## src/rtl/nand_strobe_pkg.sv

```systemverilog
package nand_strobe_pkg;

    // Bus cycle phases, in the order a cycle walks through them.
    typedef enum logic [2:0] {
        PH_IDLE = 3'd0,
        PH_CE   = 3'd1,
        PH_TURN = 3'd2,
        PH_LO   = 3'd3,
        PH_HI   = 3'd4
    } phase_e;

    // Kind of bus cycle.
    typedef enum logic [1:0] {
        K_CMD  = 2'd0,
        K_ADDR = 2'd1,
        K_READ = 2'd2
    } kind_e;

    function automatic int max3(input int a, input int b, input int c);
        int m;
        m = (a > b) ? a : b;
        return (m > c) ? m : c;
    endfunction

endpackage

```

## src/rtl/nand_req_arb.sv

```systemverilog
module nand_req_arb
    import nand_strobe_pkg::*;
#(
    parameter int          DATA_W   = 8,
    parameter logic [DATA_W-1:0] RST_CODE = 8'hFF
) (
    input  logic              cmd_wr,
    input  logic              addr_wr,
    input  logic              rd_req,
    input  logic [DATA_W-1:0] wr_data,
    input  logic              idle,
    input  logic              dev_rdy,
    output logic              start,
    output kind_e             start_kind,
    output logic              stall
);

    typedef struct packed {
        logic  any;
        logic  rst_cmd;
        logic  allow;
        kind_e kind;
    } arb_t;

    arb_t a_d;

    always_comb begin
        a_d.any     = cmd_wr | addr_wr | rd_req;
        a_d.rst_cmd = cmd_wr && (wr_data == RST_CODE);
        // Fixed priority: command, then address, then read.
        if (cmd_wr) begin
            a_d.kind = K_CMD;
        end else if (addr_wr) begin
            a_d.kind = K_ADDR;
        end else begin
            a_d.kind = K_READ;
        end
        // Busy device: only the reset command may pass.
        a_d.allow = idle && (dev_rdy || a_d.rst_cmd);
    end

    assign start      = a_d.any && a_d.allow;
    assign start_kind = a_d.kind;
    assign stall      = !a_d.allow;

endmodule

```

## src/rtl/nand_phase_seq.sv

```systemverilog
module nand_phase_seq
    import nand_strobe_pkg::*;
#(
    parameter int DATA_W = 8,
    parameter int STB_W  = 4,
    parameter int TA_W   = 3,
    parameter int CES_W  = 2
) (
    input  logic              clk,
    input  logic              rst_n,
    input  logic              start,
    input  kind_e             start_kind,
    input  logic [DATA_W-1:0] start_data,
    input  logic [STB_W-1:0]  t_wr_lo,
    input  logic [STB_W-1:0]  t_wr_hi,
    input  logic [STB_W-1:0]  t_rd_lo,
    input  logic [STB_W-1:0]  t_rd_hi,
    input  logic [CES_W-1:0]  t_ce,
    input  logic [TA_W-1:0]   t_turn,
    input  logic [DATA_W-1:0] dq_i,
    output logic              idle,
    output logic              cmd_done,
    output logic              ce_n,
    output logic              cle,
    output logic              ale,
    output logic              we_n,
    output logic              re_n,
    output logic [DATA_W-1:0] dq_o,
    output logic              dq_oe,
    output logic [DATA_W-1:0] rd_data,
    output logic              rd_valid
);

    localparam int CNT_W = max3(STB_W, TA_W, CES_W);

    typedef struct packed {
        phase_e            ph;
        kind_e             kind;
        logic [DATA_W-1:0] data;
        logic [CNT_W-1:0]  cnt;
        logic              turn_pend;
        logic              last_rd;
        logic [DATA_W-1:0] rdat;
        logic              rvld;
    } seq_t;

    seq_t s_d, s_q;

    // A programmed zero still gives a one-cycle phase.
    function automatic logic [CNT_W-1:0] len_of(input logic [CNT_W-1:0] v);
        return (v == '0) ? CNT_W'(1) : v;
    endfunction

    logic             is_rd;
    logic             ph_last;
    logic [CNT_W-1:0] lo_len;
    logic [CNT_W-1:0] hi_len;

    always_comb begin
        is_rd   = (s_q.kind == K_READ);
        ph_last = (s_q.cnt == CNT_W'(1));
        lo_len  = is_rd ? len_of(CNT_W'(t_rd_lo)) : len_of(CNT_W'(t_wr_lo));
        hi_len  = is_rd ? len_of(CNT_W'(t_rd_hi)) : len_of(CNT_W'(t_wr_hi));

        s_d      = s_q;
        s_d.rvld = 1'b0;

        unique case (s_q.ph)
            PH_IDLE: begin
                if (start) begin
                    s_d.ph        = PH_CE;
                    s_d.kind      = start_kind;
                    s_d.data      = start_data;
                    s_d.cnt       = len_of(CNT_W'(t_ce));
                    s_d.turn_pend = ((start_kind == K_READ) != s_q.last_rd);
                end
            end
            PH_CE: begin
                if (!ph_last) begin
                    s_d.cnt = s_q.cnt - CNT_W'(1);
                end else if (s_q.turn_pend) begin
                    s_d.ph  = PH_TURN;
                    s_d.cnt = len_of(CNT_W'(t_turn));
                end else begin
                    s_d.ph  = PH_LO;
                    s_d.cnt = lo_len;
                end
            end
            PH_TURN: begin
                if (!ph_last) begin
                    s_d.cnt = s_q.cnt - CNT_W'(1);
                end else begin
                    s_d.ph  = PH_LO;
                    s_d.cnt = lo_len;
                end
            end
            PH_LO: begin
                if (!ph_last) begin
                    s_d.cnt = s_q.cnt - CNT_W'(1);
                end else begin
                    s_d.ph      = PH_HI;
                    s_d.cnt     = hi_len;
                    s_d.last_rd = is_rd;
                    if (is_rd) begin
                        s_d.rdat = dq_i;
                        s_d.rvld = 1'b1;
                    end
                end
            end
            PH_HI: begin
                if (!ph_last) begin
                    s_d.cnt = s_q.cnt - CNT_W'(1);
                end else begin
                    s_d.ph  = PH_IDLE;
                    s_d.cnt = '0;
                end
            end
            default: begin
                s_d.ph  = PH_IDLE;
                s_d.cnt = '0;
            end
        endcase
    end

    always_ff @(posedge clk) begin
        if (!rst_n) begin
            s_q.ph        <= PH_IDLE;
            s_q.kind      <= K_CMD;
            s_q.data      <= '0;
            s_q.cnt       <= '0;
            s_q.turn_pend <= 1'b0;
            s_q.last_rd   <= 1'b0;
            s_q.rdat      <= '0;
            s_q.rvld      <= 1'b0;
        end else begin
            s_q <= s_d;
        end
    end

    // Pin decode from the registered phase.
    assign idle     = (s_q.ph == PH_IDLE);
    assign cmd_done = (s_q.ph == PH_HI) && ph_last && (s_q.kind == K_CMD);
    assign ce_n     = idle;
    assign cle      = !idle && (s_q.kind == K_CMD);
    assign ale      = !idle && (s_q.kind == K_ADDR);
    assign we_n     = !((s_q.ph == PH_LO) && !is_rd);
    assign re_n     = !((s_q.ph == PH_LO) && is_rd);
    assign dq_o     = s_q.data;
    assign dq_oe    = !is_rd && ((s_q.ph == PH_LO) || (s_q.ph == PH_HI));
    assign rd_data  = s_q.rdat;
    assign rd_valid = s_q.rvld;

endmodule

```

## src/rtl/nand_busy_track.sv

```systemverilog
module nand_busy_track #(
    parameter int BSY_W = 5
) (
    input  logic             clk,
    input  logic             rst_n,
    input  logic             arm,
    input  logic [BSY_W-1:0] t_busy,
    input  logic             rb,
    output logic             dev_rdy
);

    typedef struct packed {
        logic [BSY_W-1:0] cnt;
    } bsy_t;

    bsy_t b_d, b_q;

    always_comb begin
        b_d = b_q;
        if (arm) begin
            b_d.cnt = (t_busy == '0) ? BSY_W'(1) : t_busy;
        end else if (b_q.cnt != '0) begin
            b_d.cnt = b_q.cnt - BSY_W'(1);
        end
    end

    always_ff @(posedge clk) begin
        if (!rst_n) begin
            b_q.cnt <= '0;
        end else begin
            b_q <= b_d;
        end
    end

    // The pin is trusted only once the blanking window has run out.
    assign dev_rdy = (b_q.cnt == '0) && rb;

endmodule

```

## src/rtl/nand_strobe_gen.sv

```systemverilog
module nand_strobe_gen
    import nand_strobe_pkg::*;
#(
    parameter int DATA_W = 8,
    parameter int STB_W  = 4,
    parameter int TA_W   = 3,
    parameter int CES_W  = 2,
    parameter int BSY_W  = 5
) (
    input  logic              clk,
    input  logic              rst_n,
    input  logic              cmd_wr,
    input  logic              addr_wr,
    input  logic              rd_req,
    input  logic [DATA_W-1:0] wr_data,
    input  logic [STB_W-1:0]  t_wr_lo,
    input  logic [STB_W-1:0]  t_wr_hi,
    input  logic [STB_W-1:0]  t_rd_lo,
    input  logic [STB_W-1:0]  t_rd_hi,
    input  logic [CES_W-1:0]  t_ce_setup,
    input  logic [TA_W-1:0]   t_turn,
    input  logic [BSY_W-1:0]  t_busy,
    input  logic              nand_rb,
    input  logic [DATA_W-1:0] nand_dq_i,
    output logic              nand_ce_n,
    output logic              nand_cle,
    output logic              nand_ale,
    output logic              nand_we_n,
    output logic              nand_re_n,
    output logic [DATA_W-1:0] nand_dq_o,
    output logic              nand_dq_oe,
    output logic [DATA_W-1:0] rd_data,
    output logic              rd_valid,
    output logic              host_ready,
    output logic              stall
);

    logic  idle;
    logic  dev_rdy;
    logic  start;
    kind_e start_kind;
    logic  cmd_done;

    nand_req_arb #(
        .DATA_W   (DATA_W),
        .RST_CODE ({DATA_W{1'b1}})
    ) u_arb (
        .cmd_wr     (cmd_wr),
        .addr_wr    (addr_wr),
        .rd_req     (rd_req),
        .wr_data    (wr_data),
        .idle       (idle),
        .dev_rdy    (dev_rdy),
        .start      (start),
        .start_kind (start_kind),
        .stall      (stall)
    );

    nand_phase_seq #(
        .DATA_W (DATA_W),
        .STB_W  (STB_W),
        .TA_W   (TA_W),
        .CES_W  (CES_W)
    ) u_seq (
        .clk        (clk),
        .rst_n      (rst_n),
        .start      (start),
        .start_kind (start_kind),
        .start_data (wr_data),
        .t_wr_lo    (t_wr_lo),
        .t_wr_hi    (t_wr_hi),
        .t_rd_lo    (t_rd_lo),
        .t_rd_hi    (t_rd_hi),
        .t_ce       (t_ce_setup),
        .t_turn     (t_turn),
        .dq_i       (nand_dq_i),
        .idle       (idle),
        .cmd_done   (cmd_done),
        .ce_n       (nand_ce_n),
        .cle        (nand_cle),
        .ale        (nand_ale),
        .we_n       (nand_we_n),
        .re_n       (nand_re_n),
        .dq_o       (nand_dq_o),
        .dq_oe      (nand_dq_oe),
        .rd_data    (rd_data),
        .rd_valid   (rd_valid)
    );

    nand_busy_track #(
        .BSY_W (BSY_W)
    ) u_bsy (
        .clk     (clk),
        .rst_n   (rst_n),
        .arm     (cmd_done),
        .t_busy  (t_busy),
        .rb      (nand_rb),
        .dev_rdy (dev_rdy)
    );

    assign host_ready = idle && dev_rdy;

endmodule

```

## config.mk

```make
export PLATFORM = sky130hd
export DESIGN_NAME = nand_strobe_gen
export DESIGN_NICKNAME = d
export VERILOG_FILES = /design/src/rtl/nand_strobe_pkg.sv /design/src/rtl/nand_req_arb.sv /design/src/rtl/nand_phase_seq.sv /design/src/rtl/nand_busy_track.sv /design/src/rtl/nand_strobe_gen.sv
export SDC_FILE = /design/constraint.sdc
export NUM_CORES = 1
export LEC_CHECK = 0
export CORE_MARGIN = 5
export CORE_UTILIZATION = 27
export CTS_BUF_LIST = sky130_fd_sc_hd__clkbuf_16
export CTS_CLUSTER_SIZE = 30
export DETAILED_ROUTE_END_ITERATION = 16
export DONT_BUFFER_PORTS = 1
export GPL_TIMING_DRIVEN = 1
export SYNTH_ARGS = -nofsm -noshare
export SYNTH_HDL_FRONTEND = slang
export SYNTH_SLANG_ARGS = --single-unit
```

## constraint.sdc

```tcl
create_clock -name clk -period 4.9 [get_ports clk]
set_input_delay 0.49 -clock clk [delete_from_list [all_inputs] [get_ports clk]]
set_output_delay 0.49 -clock clk [all_outputs]
set_load 0.05 [all_outputs]
```

==> reports/metrics.cfg <==
[clock_tree]
clk_latency_ns = 0.27
cts_root_buffer = clkbuf_16
htreeDepth = 2
cts_buffers = 5
clock_sinks = 33
post_cts_buffers = 0
cts_tree = built
cts.clk_slew.worst_paths_ns = 0.05
ctsResizeCount = 0
cts.path.max_buffers = 2
postCtsHoldBufs = 0

[floorplan]
io-pin-count = 73
dieHeight_um = 97.5
floorplan.initialDensity_pct = 27.2
num_rows = 32
die_w_um = 97.5
core-area_sq_um = 7610
die_area_sq_um = 9510

[layout]
nets = 277
final_common_cell = dfxtp_1
register_area_sq_um = 661
diodes = 0
drive_gt1_share_pct = 13.3
syn2layout_area_growth_pct = 4.11
multi_input_area_sq_um = 1210
num-fill-cells = 840
final_cell_mix = dfxtp_1, nand2_1, nor2b_1, o21ai_0, mux2i_1

[critical_path]
cpPeakStageDelay_ns = 0.90
cp_data_required_time_ns = 4.41
path_buf_inv = 0
r2r_start = u_seq.s_q[27]
crit_slowest_cell = nor3_4
crit_start = u_seq.s_q[27]
worstPathMaxFanout = 12
crit_cells = 2
path_class = reg2out
cp-start-kind = register
crit_end = host_ready
endpoint_kind = primary output
worst_r2r_path_depth = 3
r2r_slack_ns = 2.65
critPathTopFamily = simple AND/OR/NAND/NOR gates
worst_ep_arrival_time_ns = 2.19
reg2reg_to = u_seq.s_q[24]
cp_cell_sequence = nor3_4 > and3_1

[drt]
wl_per_cell_um = 14.7
num_vias = 1562
via_per_inst = 4.76
drc = 0
drtIter0Drc = 59
ant_nets = 0
drt_first_pass_iters = 4
finalWirelength_um = 4810

[timing]
setup_viol = 0
worst_slew_pin_slew_ns = 1.06
fin_crit_ns = 2.68
fmax_ghz = 0.373
max-slew-margin-rel_pct = 29.5
holdWs_ns = 0.350
post-route-period-util_pct = 54.7
rsz0062_at_grt = false
drv_slew = 0
tns_ns = 0
hold_viol = 0
skew_ns = 0.00386

[global_routing]
antenna_found_initial = 0
grt_use_total_pct = 10.1
grt-ovfl-total = 0
grt_max_degree = 45
grt_pass1_wl_um = 7940
grt_pass1_vias = 1605

[yosys]
synth-simple-area-share_pct = 30.4
yosysTopAreaCellShare_pct = 31.9
synthMuxAreaShare_pct = 6.78
synth_compound_area_share_pct = 15.7
ys_seq_area_share_pct = 31.9
synth_top_family_by_area = simple AND/OR/NAND/NOR gates
ys_top_cells_by_area = dfxtp_1, mux2i_1, buf_4, nand2_1, o21ai_2
synth_xor_area_share_pct = 2.54
ys_ff_latch = 33
synth-edff-count = 0
synth_area_sq_um = 2070
yosysUniqueCellTypes = 50
synthFlopType = dfxtp_1
synthCells = 248
yosys_warnings = 0
async_flop_share_pct = 0
synth_area_per_cell_sq_um = 8.34
synth_top_area_cell = dfxtp_1
synthAdderAreaFrac_pct = 2.42
syn-num-nets = 300

[placed_design]
gp_congestion = 0.767
portBuffers = 0
place.detailed.hpwl_um = 3730

[status]
status = finished clean

[power_and_ir_drop]
p_clk_share_pct = 24.0
power_frac_seq_pct = 36.2
p_comb_share_pct = 39.9
peakVddDrop_mv = 0.162
switching_share_pct = 42.7
power.internal_mw = 0.703
p_total_mw = 1.23
p_switching_mw = 0.524
p_leak_nw = 0.748
power.density_nw_per_um2 = 570

[flow_run]
cap_violations = 0

[hold_path]
hold_class = in2reg

[how the worst min path moves through the flow]
| stage | startpoint | endpoint | slack, ns | cells after the start |
|---|---|---|---|---|
| after CTS | rst_n | u_bsy.b_q[0] | 0.34 | 1 |
| after global routing | rst_n | u_bsy.b_q[4] | 0.35 | 1 |
| after global placement | u_seq.s_q[10] | u_seq.s_q[10] | 0.51 | 2 |
| final | rst_n | u_bsy.b_q[0] | 0.35 | 1 |
| after detailed placement | u_seq.s_q[9] | u_seq.s_q[9] | 0.52 | 2 |
| after floorplan | u_seq.dq_o[0] | u_seq.dq_o[0] | 0.44 | 2 |
[layout make-up]
cell class	instances	area share (%)
clock buffers	5	5.81
clock inverters	3	0.639
inverters	5	0.872
multi-input cells	180	56.1
flip-flops and latches	33	30.7
well taps	102	5.93
[synthesized netlist by cell type, drive strengths merged (3+ instances only)]
cell type / number
and2: 5
nand3: 11
nand2: 28
nor3: 16
a21oi: 11
o21ai: 28
xnor2: 4
mux2i: 14
buf: 24
dfxtp: 33
clkbuf: 6
inv: 5
ha: 4
o211ai: 3
nor2b: 14
nand4: 3
nand2b: 4
nor3b: 3
nand3b: 3
nor2: 11
[worst reg2reg max path, stage by stage (launching register included)]
cell	delay, ns
dfxtp_1	0.40
nor3_4	0.90
o21ai_2	0.47
o221a_1	0.38
[metrics by stage]
step,instances,utilization [%],setup WS (ns),instance area (sq um)
after floorplan,248,-,2.42,2070
after global placement,320,26.5,2.52,2010
after detailed placement,320,26.5,2.48,2010
after CTS,328,28.3,2.18,2150
after global routing,328,28.3,2.12,2150
final,328,28.3,2.22,2150
[sequential cells by signal (all words and copies together), names as in the netlist]
register,cells
u_seq.dq_o,8
u_seq.s_q,11
u_seq.rd_data,8
u_seq.rd_valid,1
u_bsy.b_q,5
[power by group through the flow]
stage | Combinational, mW | Clock (mW) | Sequential, mW
after floorplan | 0.522 | 0 | 0.373
after global placement | 0.490 | 0 | 0.448
after detailed placement | 0.494 | 0 | 0.451
after CTS | 0.496 | 0.309 | 0.445
after global routing | 0.548 | 0.321 | 0.454
final | 0.489 | 0.294 | 0.444
[cell families after synthesis]
kind of cell	after synthesis
flops	33
buf+inv	35
simple gates	108
mux	14
xor+xnor	6
fa+ha+maj	4
compound gates	48
[routing by layer]
layer,wire [um],global-route usage [%],up-vias
met5,0,0,-
met4,34,3.09,0
met3,525,5.03,2
met2,2060,15.3,66
met1,2180,12.6,690
li1,-,-,804
Note: power is estimated with default switching activity, not from simulation.
